<file path="src/rtl/ppio_pkg.sv">
// Package: shared address codes, control word field positions and the
// direction record used by the parallel port controller.
// Assumes an 8-bit data path; field positions are fixed by the bus protocol.
package ppio_pkg;

    localparam logic [1:0] ADR_A   = 2'd0;
    localparam logic [1:0] ADR_B   = 2'd1;
    localparam logic [1:0] ADR_C   = 2'd2;
    localparam logic [1:0] ADR_CTL = 2'd3;

    // Control word bit positions
    localparam int F_KIND   = 7;   // 1: mode word, 0: single-bit update
    localparam int F_MODEA1 = 6;
    localparam int F_MODEA0 = 5;
    localparam int F_DIRA   = 4;
    localparam int F_DIRCU  = 3;
    localparam int F_MODEB  = 2;
    localparam int F_DIRB   = 1;
    localparam int F_DIRCL  = 0;
    localparam int F_BVAL   = 0;
    localparam int F_BIDX_LO = 1;

    // Direction per group member, 1 = input
    typedef struct packed {
        logic in_a;
        logic in_cu;
        logic in_b;
        logic in_cl;
    } dir_t;

    localparam dir_t DIR_ALL_IN = '{in_a: 1'b1, in_cu: 1'b1, in_b: 1'b1, in_cl: 1'b1};

endpackage

</file>
<file path="src/rtl/ppio_cfg.sv">
// Module: control word decoder and configuration register.
// Holds the four direction bits and the unsupported-mode flag, and turns a
// control-address write into either a latch-clear pulse (mode word) or a
// single-bit update command for port C.
// Assumes cfg_wr is a one-cycle qualified write to the control address.
module ppio_cfg
    import ppio_pkg::*;
#(
    parameter int DW = 8
) (
    input  logic                   clk,
    input  logic                   rst_n,
    input  logic                   cfg_wr,
    input  logic [DW-1:0]          wdata,
    output dir_t                   dir,
    output logic                   mode_err,
    output logic                   clr_latch,
    output logic                   bsr_go,
    output logic [$clog2(DW)-1:0]  bsr_idx,
    output logic                   bsr_val
);
    localparam int IW = $clog2(DW);

    dir_t dir_q;
    logic err_q;
    logic is_mode;
    logic bad_mode;

    // Classify the control write and extract the single-bit update fields
    always_comb begin
        is_mode   = wdata[F_KIND];
        bad_mode  = wdata[F_MODEA1] | wdata[F_MODEA0] | wdata[F_MODEB];
        clr_latch = cfg_wr & is_mode;
        bsr_go    = cfg_wr & ~is_mode;
        bsr_idx   = wdata[F_BIDX_LO +: IW];
        bsr_val   = wdata[F_BVAL];
    end

    // Configuration register: directions and sticky unsupported-mode flag
    always_ff @(posedge clk) begin
        if (!rst_n) begin
            dir_q <= DIR_ALL_IN;
            err_q <= 1'b0;
        end else if (cfg_wr && is_mode) begin
            dir_q.in_a  <= wdata[F_DIRA];
            dir_q.in_cu <= wdata[F_DIRCU];
            dir_q.in_b  <= wdata[F_DIRB];
            dir_q.in_cl <= wdata[F_DIRCL];
            err_q       <= bad_mode;
        end
    end

    assign dir      = dir_q;
    assign mode_err = err_q;


    dir_load_chk: assert property (@(posedge clk) disable iff (!rst_n)
        (cfg_wr && wdata[F_KIND]) |=>
            (dir.in_a == $past(wdata[F_DIRA]) && dir.in_cu == $past(wdata[F_DIRCU]) &&
             dir.in_b == $past(wdata[F_DIRB]) && dir.in_cl == $past(wdata[F_DIRCL])));


    mode_flag_chk: assert property (@(posedge clk) disable iff (!rst_n)
        (cfg_wr && wdata[F_KIND]) |=>
            (mode_err == ($past(wdata[F_MODEA1]) | $past(wdata[F_MODEA0]) | $past(wdata[F_MODEB]))));


    bsr_keeps_cfg_chk: assert property (@(posedge clk) disable iff (!rst_n)
        (cfg_wr && !wdata[F_KIND]) |=> ($stable(dir) && $stable(mode_err)));

endmodule

</file>
<file path="src/rtl/ppio_port.sv">
// Module: one full-width plain I/O port (used for ports A and B).
// Holds the output latch, drives enables from a single direction bit and
// returns pins or latch for reads. Assumes ld and clr never coincide.
module ppio_port #(
    parameter int W = 8
) (
    input  logic         clk,
    input  logic         rst_n,
    input  logic         ld,
    input  logic         clr,
    input  logic [W-1:0] wdata,
    input  logic         is_input,
    input  logic [W-1:0] pin_in,
    output logic [W-1:0] pin_out,
    output logic [W-1:0] pin_oe,
    output logic [W-1:0] rdata
);
    logic [W-1:0] lat_q;

    // Output latch: cleared by reset or mode word, loaded by port write
    always_ff @(posedge clk) begin
        if (!rst_n)   lat_q <= '0;
        else if (clr) lat_q <= '0;
        else if (ld)  lat_q <= wdata;
    end

    // Drive and read-back selection from the direction bit
    always_comb begin
        pin_out = lat_q;
        pin_oe  = is_input ? '0 : '1;
        rdata   = is_input ? pin_in : lat_q;
    end


    latch_clear_chk: assert property (@(posedge clk) disable iff (!rst_n)
        clr |=> (pin_out == '0));


    latch_load_chk: assert property (@(posedge clk) disable iff (!rst_n)
        (ld && !clr) |=> (pin_out == $past(wdata)));

endmodule

</file>
<file path="src/rtl/ppio_portc.sv">
// Module: port C, split into two halves with separate direction bits.
// Supports whole-port writes, mode-word clears and single-bit updates.
// Assumes at most one of ld, clr and bsr is active in a cycle.
module ppio_portc #(
    parameter int W = 8
) (
    input  logic                  clk,
    input  logic                  rst_n,
    input  logic                  ld,
    input  logic                  clr,
    input  logic                  bsr,
    input  logic [$clog2(W)-1:0]  bsr_idx,
    input  logic                  bsr_val,
    input  logic [W-1:0]          wdata,
    input  logic [1:0]            half_in,   // [1] upper, [0] lower; 1 = input
    input  logic [W-1:0]          pin_in,
    output logic [W-1:0]          pin_out,
    output logic [W-1:0]          pin_oe,
    output logic [W-1:0]          rdata
);
    localparam int HW = W / 2;

    logic [W-1:0] lat_q;
    logic [W-1:0] bit_mask;

    // One-hot mask of the bit addressed by a single-bit update
    always_comb bit_mask = {{(W-1){1'b0}}, 1'b1} << bsr_idx;

    // Output latch with whole-port load and single-bit update
    always_ff @(posedge clk) begin
        if (!rst_n)   lat_q <= '0;
        else if (clr) lat_q <= '0;
        else if (ld)  lat_q <= wdata;
        else if (bsr) lat_q <= bsr_val ? (lat_q | bit_mask) : (lat_q & ~bit_mask);
    end

    assign pin_out = lat_q;

    genvar h;
    generate
        for (h = 0; h < 2; h++) begin : g_half
            // Per-half enable and read-back selection
            always_comb begin
                pin_oe[h*HW +: HW] = half_in[h] ? '0 : '1;
                rdata[h*HW +: HW]  = half_in[h] ? pin_in[h*HW +: HW] : lat_q[h*HW +: HW];
            end
        end
    endgenerate


    bsr_target_chk: assert property (@(posedge clk) disable iff (!rst_n)
        (bsr && !ld && !clr) |=> (pin_out[$past(bsr_idx)] == $past(bsr_val)));


    bsr_others_chk: assert property (@(posedge clk) disable iff (!rst_n)
        (bsr && !ld && !clr) |=> (((pin_out ^ $past(pin_out)) & ~$past(bit_mask)) == '0));

endmodule

</file>
<file path="src/rtl/ppio_ctrl.sv">
// Module: top of the programmable parallel port controller.
// Qualifies bus strobes, routes writes to the ports or the control decoder,
// and multiplexes read data. Reads are combinational and see state from
// before any write in the same cycle. Assumes strobes are synchronous to clk.
module ppio_ctrl
    import ppio_pkg::*;
#(
    parameter int DW = 8
) (
    input  logic          clk,
    input  logic          rst_n,
    input  logic          cs_n,
    input  logic          rd_n,
    input  logic          wr_n,
    input  logic [1:0]    addr,
    input  logic [DW-1:0] din,
    output logic [DW-1:0] dout,
    output logic          dout_oe,
    input  logic [DW-1:0] pa_in,
    output logic [DW-1:0] pa_out,
    output logic [DW-1:0] pa_oe,
    input  logic [DW-1:0] pb_in,
    output logic [DW-1:0] pb_out,
    output logic [DW-1:0] pb_oe,
    input  logic [DW-1:0] pc_in,
    output logic [DW-1:0] pc_out,
    output logic [DW-1:0] pc_oe,
    output logic          mode_err
);
    localparam int IW = $clog2(DW);

    logic          wr_q, rd_q;
    logic          ld_a, ld_b, ld_c, cfg_wr;
    logic          clr_latch, bsr_go, bsr_val;
    logic [IW-1:0] bsr_idx;
    dir_t          dir;
    logic [DW-1:0] rd_a, rd_b, rd_c;

    // Strobe qualification and write address decode
    always_comb begin
        wr_q   = ~cs_n & ~wr_n;
        rd_q   = ~cs_n & ~rd_n;
        ld_a   = wr_q && (addr == ADR_A);
        ld_b   = wr_q && (addr == ADR_B);
        ld_c   = wr_q && (addr == ADR_C);
        cfg_wr = wr_q && (addr == ADR_CTL);
    end

    ppio_cfg #(.DW(DW)) u_cfg (
        .clk       (clk),
        .rst_n     (rst_n),
        .cfg_wr    (cfg_wr),
        .wdata     (din),
        .dir       (dir),
        .mode_err  (mode_err),
        .clr_latch (clr_latch),
        .bsr_go    (bsr_go),
        .bsr_idx   (bsr_idx),
        .bsr_val   (bsr_val)
    );

    ppio_port #(.W(DW)) u_pa (
        .clk      (clk),
        .rst_n    (rst_n),
        .ld       (ld_a),
        .clr      (clr_latch),
        .wdata    (din),
        .is_input (dir.in_a),
        .pin_in   (pa_in),
        .pin_out  (pa_out),
        .pin_oe   (pa_oe),
        .rdata    (rd_a)
    );

    ppio_port #(.W(DW)) u_pb (
        .clk      (clk),
        .rst_n    (rst_n),
        .ld       (ld_b),
        .clr      (clr_latch),
        .wdata    (din),
        .is_input (dir.in_b),
        .pin_in   (pb_in),
        .pin_out  (pb_out),
        .pin_oe   (pb_oe),
        .rdata    (rd_b)
    );

    ppio_portc #(.W(DW)) u_pc (
        .clk      (clk),
        .rst_n    (rst_n),
        .ld       (ld_c),
        .clr      (clr_latch),
        .bsr      (bsr_go),
        .bsr_idx  (bsr_idx),
        .bsr_val  (bsr_val),
        .wdata    (din),
        .half_in  ({dir.in_cu, dir.in_cl}),
        .pin_in   (pc_in),
        .pin_out  (pc_out),
        .pin_oe   (pc_oe),
        .rdata    (rd_c)
    );

    // Read data multiplexer; zero when not reading or reading control
    always_comb begin
        dout = '0;
        if (rd_q) begin
            unique case (addr)
                ADR_A:   dout = rd_a;
                ADR_B:   dout = rd_b;
                ADR_C:   dout = rd_c;
                default: dout = '0;
            endcase
        end
    end

    assign dout_oe = rd_q;


    no_sel_no_change_chk: assert property (@(posedge clk) disable iff (!rst_n)
        cs_n |=> ($stable(pa_out) && $stable(pb_out) && $stable(pc_out) &&
                  $stable(pa_oe) && $stable(pb_oe) && $stable(pc_oe) && $stable(mode_err)));


    ctl_read_zero_chk: assert property (@(posedge clk) disable iff (!rst_n)
        (!cs_n && !rd_n && addr == ADR_CTL) |-> (dout == '0));


    reset_quiet_chk: assert property (@(posedge clk)
        !rst_n |=> (pa_oe == '0 && pb_oe == '0 && pc_oe == '0 && !mode_err));

endmodule

</file>
<file path="config.mk">
export PLATFORM = sky130hd
export DESIGN_NAME = ppio_ctrl
export DESIGN_NICKNAME = d
export VERILOG_FILES = /design/src/rtl/ppio_pkg.sv /design/src/rtl/ppio_cfg.sv /design/src/rtl/ppio_port.sv /design/src/rtl/ppio_portc.sv /design/src/rtl/ppio_ctrl.sv
export SDC_FILE = /design/constraint.sdc
export NUM_CORES = 1
export LEC_CHECK = 0
export BUFFER_PORTS_ARGS = -buffer_cell sky130_fd_sc_hd__buf_2
export CAP_MARGIN = 30
export CORE_MARGIN = 2
export CORE_UTILIZATION = 30
export CTS_CLUSTER_DIAMETER = 80
export DETAILED_ROUTE_END_ITERATION = 8
export GPL_TIMING_DRIVEN = 0
export PLACE_DENSITY_LB_ADDON = 0.2
export SYNTH_ARGS = -nofsm -noshare
export SYNTH_HDL_FRONTEND = slang
export SYNTH_SLANG_ARGS = --single-unit
</file>
<file path="constraint.sdc">
create_clock -name clk -period 4.65 [get_ports clk]
set_clock_uncertainty 0.2 [all_clocks]
set_input_delay 0.465 -clock clk [delete_from_list [all_inputs] [get_ports clk]]
set_output_delay 0.465 -clock clk [all_outputs]
set_load 0.005 [all_outputs]
</file>
# Word level (Yosys, flattened, before mapping)
# Cells that the tools add are included.
# W data, S select, Z words.
# classes
eq_ne	3
shifts	1
mux	13
n_bitwise	14
reduce_logical	8
# op_table
op	count
$mux W8	8
$pmux W8 S3	1
$mux W4	4
$and A8 B8 Y8	1
$not A8 Y8	1
$or A8 B8 Y8	1
$shl A1 B3 Y8 const A	1
$logic_and A1 B1 Y1	5
$not A1 Y1	5
$and A1 B1 Y1	4
$eq A2 B2 Y1 const B	2
$eq A2 B1 Y1 const B	1
$logic_not A2 Y1	1
$or A1 B1 Y1	2
$reduce_bool A2 Y1	1
$reduce_or A2 Y1	1
# totals
ff_bits	29
input_bits	39
out_inout_bits	58
word_cells	47

# Depth between registers and ports, before layout
# Gate-level depths: netlist (run 1).
# depth
depth_word	6
ltp_mapped	5
ltp_nobuf	3

# Modules after synthesis
# Synthesis (run 1) repeated with hierarchy kept, for this count alone.
# hier_totals
hier_cells	230
area_unflattened_um2	2307.2
# modules_own_cells
module	instances	cells_each	area_per_inst_um2	seq_area_each_um2
ppio_port	2	44	475.5	160.2
ppio_portc	1	70	675.6	160.2
ppio_ctrl	1	44	417.9	0.0
ppio_cfg	1	28	262.8	100.1

# Worst setup path before layout (run 1)
# Ideal clock, no wire load.
# synth_timing
path_type	input-to-output
from	in addr[0]
to	out dout[6]
t_arrival_ns	1.444
required_ns	3.985
slack_ns	2.541
stages	4
path_buffers	2
cell_sequence	buf_2 -> or4b_1 -> clkbuf_1 -> o22ai_1
# synth_via
elab_chain_cells	3
word_cells_on_any_way	5
classes_between	eq/ne: 2; mux: 2; reduce/logical: 1
# synth_lines
element	line	rtl
start, declared	ppio_ctrl.sv:15	input logic [1:0] addr,
$eq A2 B2 Y1 (tied with other cells)	ppio_ctrl.sv:108	unique case (addr)
$pmux W8 S3 (*)	ppio_ctrl.sv:108	
$mux W8 (*)	ppio_ctrl.sv:107	if (rd_q) begin
end, declared	ppio_ctrl.sv:17	output logic [DW-1:0] dout,
# Every way passes the cells marked *; elsewhere a longest branch is shown, timed or not.

# Worst setup path in the final report (run 1)
# Same ends and word-level chain as after synthesis.

==> metrics.md, run 1 <==
| Metric | Value |
|---|---|
| Yosys reg bits | 29 |
| Fmax | 389.0 MHz |
| Routability cong. | between 0.8 and 0.9 |
| R2R depth | 3 |
| Power per cell area | 219.0 nW/um^2 |
| Final #Nets | 370 |
| Cells after Synth | between 200 and 250 |
| RSZ-0062 raised after global routing | false |
| Reg area | 580.6 sq um |
| Core area | between 6000 and 7000 sq um |
| Vias in the first global route | ~1,800 |
| Asr flop ratio synth | 0% |
| Flop2flop setup slack | between 3 and 4 ns |
| Die Height | 86.00 um |
| Final setup viols | 0 |
| Worst Path Arrival | roughly 1.9 ns |
| CTS tree | yes |
| Standard-cell row count | 29 |
| Initial core utilization | a little under a third |
| Hold depth | 2 |
| Fin Hold WS | 0.2671 ns |
| Most used cell, CP | buf_2 |
| Part of the cycle the worst path needs | around 55% |
| Share of layout cells above drive strength 1 | about 47% |
| Fillers | 666 |
| Endpoint class of the critical path | primary output |
| Clock latency at the later pin of the worst-skew pair | between 0.2 and 0.3 ns |
| Ys flop type | dfxtp_1 |
| Post-synthesis sequential area ratio | between 20% and 30% |
| Post-CTS setup buffer count | 0 |
| # clock sinks | 29 |
| FF-to-FF Start | u_cfg.dir[0] |
| Min-delay src | u_pb.pin_out[2] |
| Die area | 7395 sq um |
| Routed Antenna Nets | 0 |
| Syn avg cell area | a little under 9 sq um |
| Initial antenna violation count | 0 |
| H-tree Lvls | 2 |
| Worst slew margin | about two fifths |
| Class of the worst hold path | reg2reg |
| LEAKAGE | 1.402 nW |
| Area Growth Syn to Fin | 31.89% |
| Max incr delay on CP | ~0.50 ns |
| Final Routed Wirelength | roughly 6000 um |
| # IOs | between 90 and 100 |
| Hold Crit Endpoint | u_pb.pin_out[2] |
| First-pass GRT wire length | around 9500 um |
| Worst setup SP type | primary input |
| Diode count | 0 |
| Root Buffer | clkbuf_8 |
| Per-cell routed wire length | ~15 um |
| Post-CTS sizing | 0 |
| Vias per cell | around 4.9 |
| Finished Layout Cells | between 400 and 500 |
| Tot Pwr | 0.0005824 W |
| CP required | ~4.0 ns |
| Syn Nets | roughly 270 |
| Max IR drop VDD | about 0.13 mV |
| Slew at the pin closest to its max-slew limit | between 0.9 and 1 ns |
| Multi-input logic area | 1150 sq um |
| I/O Buffers | between 90 and 100 |
| Worst-path clk slew | about 0.060 ns |
| Yosys warns | 0 |
| Crit path max fanout | 10 |
| Drt drc | 0 |
| DR pass1 iterations | 4 |
| CTS buffer count | 5 |
| Vias | around 2,000 |
| Initial drt markers | 59 |
| Final Hold Violating Endpoints | 0 |
| CP delay by family, top | buffers and inverters |
| GRT overflow | 0 |
| Pin count of the biggest net entering global routing | 11 |
| Min cycle time layout | 2.571 ns |
| Final setup TNS | 0 ns |
| Die X-Extent | 86.00 um |
| Post-DP HPWL | ~4700 um |
| Finished Core Util | around two fifths |
| Crit path cell chain | buf_2 > buf_2 > or4b_1 > clkbuf_1 > o22ai_1 > buf_2 |
| Status | completed |
| Synthesized area | between 2000 and 2500 sq um |
| Max_cap viols | 0 |
| Yosys cell types | between 50 and 60 |
| Cts hold-fix bufs | 0 |
| Buf/Inv on CP | 4 |
| Slew Viols, Final | 0 |
| RR Endpoint | u_cfg.dir[0] |
| Gr usage total | ~17% |
| Class of the most critical setup path | in2out |
| Longest Clk Path Bufs | 2 |
| CP max stage cell | or4b_1 |
| Dpl cells | 401 |
| Post-synth EDFFs | 0 |
[through the flow]
| stage | setup WS, ns | area [sq um] |
|---|---|---|
| floorplan | 2.541 | 2017 |
| global placement | 2.047 | 2574 |
| detailed placement | 2.107 | 2574 |
| CTS | 2.073 | 2660 |
| global route | 1.980 | 2660 |
| finish | 2.079 | 2660 |
[per-layer routing]
| metal | track usage, % | part of all wire (%) | up-vias |
|---|---|---|---|
| li1 | - | - | 1018 |
| met1 | 22.65 | 45 | 921 |
| met2 | 26.57 | 48 | 65 |
| met3 | 3.754 | 5.9 | 4 |
| met4 | 4.185 | 0.78 | 0 |
| met5 | 0 | 0 | - |
[placed cells by master (no fill, tap or decap), drive strengths merged, types with 3 or more instances in the layout]
master / synthesis / routed
buf: 30 / 122
mux2i: 32 / 32
dfxtp: 29 / 29
nand2: 18 / 18
clkbuf: 11 / 18
a21oi: 12 / 12
nor2: 12 / 12
inv: 11 / 11
o22ai: 9 / 9
mux2: 8 / 8
nand3: 7 / 7
o21ai: 7 / 7
o221ai: 3 / 3
or4b: 3 / 3
nor4b: 3 / 3
[how the worst max path moves through the flow]
| stage | from | cells past startpoint | slack (ns) | to |
|---|---|---|---|---|
| after detailed placement | addr[0] | 6 | 2.11 | dout[6] |
| after floorplan | addr[0] | 4 | 2.54 | dout[6] |
| final | addr[0] | 6 | 2.08 | dout[6] |
| after CTS | addr[0] | 6 | 2.07 | dout[6] |
| after global placement | addr[0] | 6 | 2.05 | dout[6] |
| after global routing | addr[0] | 6 | 1.98 | dout[6] |
[logic make-up after synthesis]
kind of cell | after synthesis | share of synthesized area (%)
compound gates | 47 | 15.88
buf+inv | 52 | 14.21
flops | 29 | 28.78
mux | 40 | 20.35
simple gates | 64 | 20.78
[area by class of cell]
class	instances	share of cell area (%)
clock buffers	7	3.246
flip-flops and latches	29	21.83
inverters	11	1.552
repair buffers	92	17.31
multi-input cells	151	43.23
plain buffers	41	9.219
well taps	77	3.622
[worst min-delay path, cell delays in order, from the launching register on]
cell and delay (ns):
dfxtp_1 0.31, nand2_1 0.05, a21oi_1 0.05
[Yosys cell counts (2+ instances only)]
master | number | area share (%)
mux2i_1 | 32 | 16
dfxtp_1 | 29 | 29
buf_4 | 20 | 7.4
nand2_1 | 18 | 3.3
a21oi_1 | 12 | 3.0
clkbuf_1 | 11 | 2.0
inv_1 | 10 | 1.9
o22ai_1 | 9 | 2.8
mux2_2 | 8 | 4.5
nor2_2 | 8 | 2.5
buf_2 | 7 | 1.7
nand3_1 | 7 | 1.7
o21ai_0 | 6 | 1.5
nor2_1 | 4 | 0.74
o221ai_1 | 3 | 1.3
a211oi_1 | 2 | 0.74
buf_1 | 2 | 0.37
nand2b_1 | 2 | 0.62
nand4_1 | 2 | 0.62
nor3_1 | 2 | 0.50
nor4b_1 | 2 | 0.87
nor4bb_1 | 2 | 0.99
o211ai_1 | 2 | 0.74
or3b_2 | 2 | 0.87
or4b_1 | 2 | 0.99
[where the power goes]
part	leakage (nW)	total (W)	internal (W)	switching [W]
Combinational	1.12	0.000118	0.0000556	0.0000623
Clock	0.0443	0.000206	0.000117	0.0000886
Sequential	0.235	0.000259	0.000255	0.00000428
Total	1.40	0.000582	0.000427	0.000155
(Power assumes the default switching activity.)
==> run 2, diff against run 1 <==
- ABC_AREA: not set -> 1
- clock period: 4.65 -> 2.4 ns (I/O delays scaled with it)
==> metrics.md, run 2 <==
| Metric | Value |
|---|---|
| Die area | 7194 sq um (-2.7%) |
| # clock sinks | 29 (unchanged) |
| # IOs | 97 (unchanged) |
| Finished Layout Cells | 503 (+23%) |
| Slew at the pin closest to its max-slew limit | 0.6622 ns (-0.2443 ns) |
| Cells after Synth | 324 (+40%) |
| Final Hold Violating Endpoints | 0 (unchanged) |
| Post-synth EDFFs | 0 (unchanged) |
| Class of the worst hold path | in2reg |
| Min cycle time layout | roughly 2.1 ns |
| Worst-path clk slew | 0.07 ns (about the same) |
| Endpoint class of the critical path | primary output |
| CTS buffer count | 5 (unchanged) |
| Core area | 6350 sq um (-1.1%) |
| Ys flop type | dfxtp_1 |
| Post-DP HPWL | 4985 um (+5.5%) |
| Asr flop ratio synth | 0% (unchanged) |
| Power per cell area | 457.9 nW/um^2 (+110%) |
| Cell taking the most area after synthesis | dfxtp_1 |
| Commonest cells after routing, fill and taps aside | buf_2 (98), nand2_1 (95), nor2_1 (58), dfxtp_1 (29), inv_1 (28) |
| Max incr delay on CP | 0.39 ns (-0.11 ns) |
| Yosys reg bits | 29 (unchanged) |
| Yosys warns | 0 (unchanged) |
| Synth cell count leaders | nand2_1 (95), nor2_1 (58), dfxtp_1 (29) |
| Final setup viols | 0 (unchanged) |
| Clock latency at the later pin of the worst-skew pair | 0.28 ns (about the same) |
| Count leader, synth | nand2_1 |
| Vias | 2,324 (+16%) |
| DR pass1 iterations | 4 (unchanged) |
| Synthesized area | 1959 sq um (-2.9%) |
| CP delay by family, top | buffers and inverters |
| Root Buffer | clkbuf_8 |
| GRT overflow | 0 (unchanged) |
| CTS tree | yes |
| Die X-Extent | 84.82 um (-1.4%) |
| Crit path max fanout | 16 (+6) |
| Class of the most critical setup path | reg2out |
| Commonest non-fill, non-tap cell in the layout | buf_2 |
| Diode count | 0 (unchanged) |
| Fin Hold WS | 0.02958 ns (-0.2375 ns) |
| Share of layout cells above drive strength 1 | 34.74% (-12 points) |
| Standard-cell row count | 29 (unchanged) |
| Buf/Inv on CP | 4 (unchanged) |
| Worst setup SP type | flop |
| Fmax | approximately 480 MHz |
| Area Growth Syn to Fin | 34.48% |
| Max_cap viols | 0 (unchanged) |
| Drt drc | 0 (unchanged) |
| Post-CTS setup buffer count | 0 (unchanged) |
| Dpl cell area | 2531 sq um (-1.7%) |
| LEAKAGE | 1.559 nW (+11%) |
| Fillers | 708 (+6.3%) |
| Gr usage total | 18.57% (+1.9 points) |
| First-pass GRT wire length | 10,400 um (+10%) |
| RSZ-0062 raised after global routing | false |
| Final setup TNS | 0 ns (unchanged) |
| Finished Cell Area | 2635 sq um (-0.94%) |
| Initial drt markers | 114 (+93%) |
| Reg area | 580.6 sq um (unchanged) |
| Vias in the first global route | 2,059 (+14%) |
| Pin count of the biggest net entering global routing | 18 (+7) |
| CP max stage cell | inv_1 |
| Final #Nets | 465 (+26%) |
| Routed Antenna Nets | 0 (unchanged) |
| Initial antenna violation count | 0 (unchanged) |
| Post-CTS sizing | 0 (unchanged) |
| Part of the cycle the worst path needs | 87.67% |
| I/O Buffers | 95 (+3.3%) |
| Longest Clk Path Bufs | 2 (unchanged) |
| Die Height | 84.82 um (-1.4%) |
| Max IR drop VDD | 0.2044 mV (+55%) |
| Final Routed Wirelength | 6606 um (+7.2%) |
| Routability cong. | 0.8888 (-0.95%) |
| Dpl cells | 496 (+24%) |
| Vias per cell | 4.620 (-6.1%) |
| Slew Viols, Final | 0 (unchanged) |
| Finished Core Util | 41.50% (+0.079 points) |
| Worst Path Arrival | 1.66 ns (-0.25 ns) |
| Cts hold-fix bufs | 0 (unchanged) |
| Multi-input logic area | 1057 sq um (-8.1%) |
| CP required | 1.96 ns (-2.02 ns) |
| Post-synth top area share | 29.63% (+0.85 points) |
| Area contributors post-synth | dfxtp_1 (30%), nand2_1 (18%), nor2_1 (11%), buf_4 (7.7%), inv_1 (5.4%) |
| Worst slew margin | 55.69% (+16 points) |
| Crit path cell chain | buf_2 > inv_1 > o21ai_0 > nand3_1 > nand2_1 > inv_1 > buf_2 |
| Syn Nets | 363 (+34%) |
| Status | completed |
| Post-synthesis sequential area ratio | 29.63% (+0.85 points) |
| Initial core utilization | 30.86% (-0.55 points) |
| Syn avg cell area | 6.047 sq um (-30%) |
| Yosys cell types | 21 (-60%) |
| Per-cell routed wire length | 13.13 um (-13%) |
| H-tree Lvls | 2 (unchanged) |
[run 2: cell types whose count changed after synthesis, moves of 10 or more]
cell      change
mux2i_1      -32
nand2_1      +77
inv_1        +18
o21ai_0      +13
clkbuf_1     -11
nor2_1       +54
nand3_1      +10
[run 2: where the power goes]
| group | switching (W) | leakage, nW | internal [W] |
|---|---|---|---|
| Sequential | 0.00000641 | 0.235 | 0.000491 |
| Clock | 0.000194 | 0.0540 | 0.000301 |
| Combinational | 0.000128 | 1.27 | 0.0000857 |
| Total | 0.000328 | 1.56 | 0.000878 |
[run 2: cell families (layout without fill, tap and decap cells)]
| family | Yosys count | in the layout | share of synthesized area [%] |
|---|---|---|---|
| and+or+nand+nor | 186 | 186 | 40.17 |
| buffers and inverters | 60 | 162 | 16.41 |
| DFF | 29 | 29 | 29.63 |
| AOI/OAI and AO/OA | 49 | 49 | 13.79 |
[run 2: worst register-to-register path, delay by kind of cell (launching register included)]
family          cells  cell delay, ns
compound gates      1            0.14
buf+inv             2            0.42
flops               1            0.29
[run 2: worst paths after layout]
path | startpoint | end | slack, ns | depth (start not counted)
worst max-delay path | u_cfg.dir[1] | dout[6] | 0.30 | 7
worst min-delay path | rst_n | u_cfg.dir[0] | 0.03 | 2
worst max register to register | u_cfg.dir[3] | u_cfg.dir[3] | 1.24 | 3
worst min register to register | u_pa.pin_out[0] | u_pa.pin_out[0] | 0.28 | 2
[run 2: layout make-up]
| type | instances | share of cell area, % |
|---|---|---|
| Clock inverter | 2 | 1.330 |
| Inverter | 35 | 5.081 |
| Buffer | 25 | 7.122 |
| Tap cell | 77 | 3.656 |
| Clock buffer | 5 | 2.612 |
| Timing Repair Buffer | 95 | 18.04 |
| Multi-Input combinational cell | 235 | 40.12 |
| Sequential cell | 29 | 22.03 |
[run 2: routing by layer]
metal / share of wire (%) / global-route usage (%) / wire [um] / vias to the layer above
li1: - / - / - / 1200
met1: 46 / 24.97 / 3069 / 1041
met2: 46 / 29.35 / 3024 / 74
met3: 6.1 / 4.086 / 403 / 9
met4: 1.6 / 6.782 / 108 / 0
met5: 0 / 0 / 0 / -
[run 2: metrics by stage]
step,power (W),worst slack (ns)
floorplan,0.0006248,0.9478
global placement,0.0007206,0.5986
detailed placement,0.0007211,0.6073
CTS,0.001218,0.2852
global route,0.001266,0.1661
finish,0.001206,0.2960
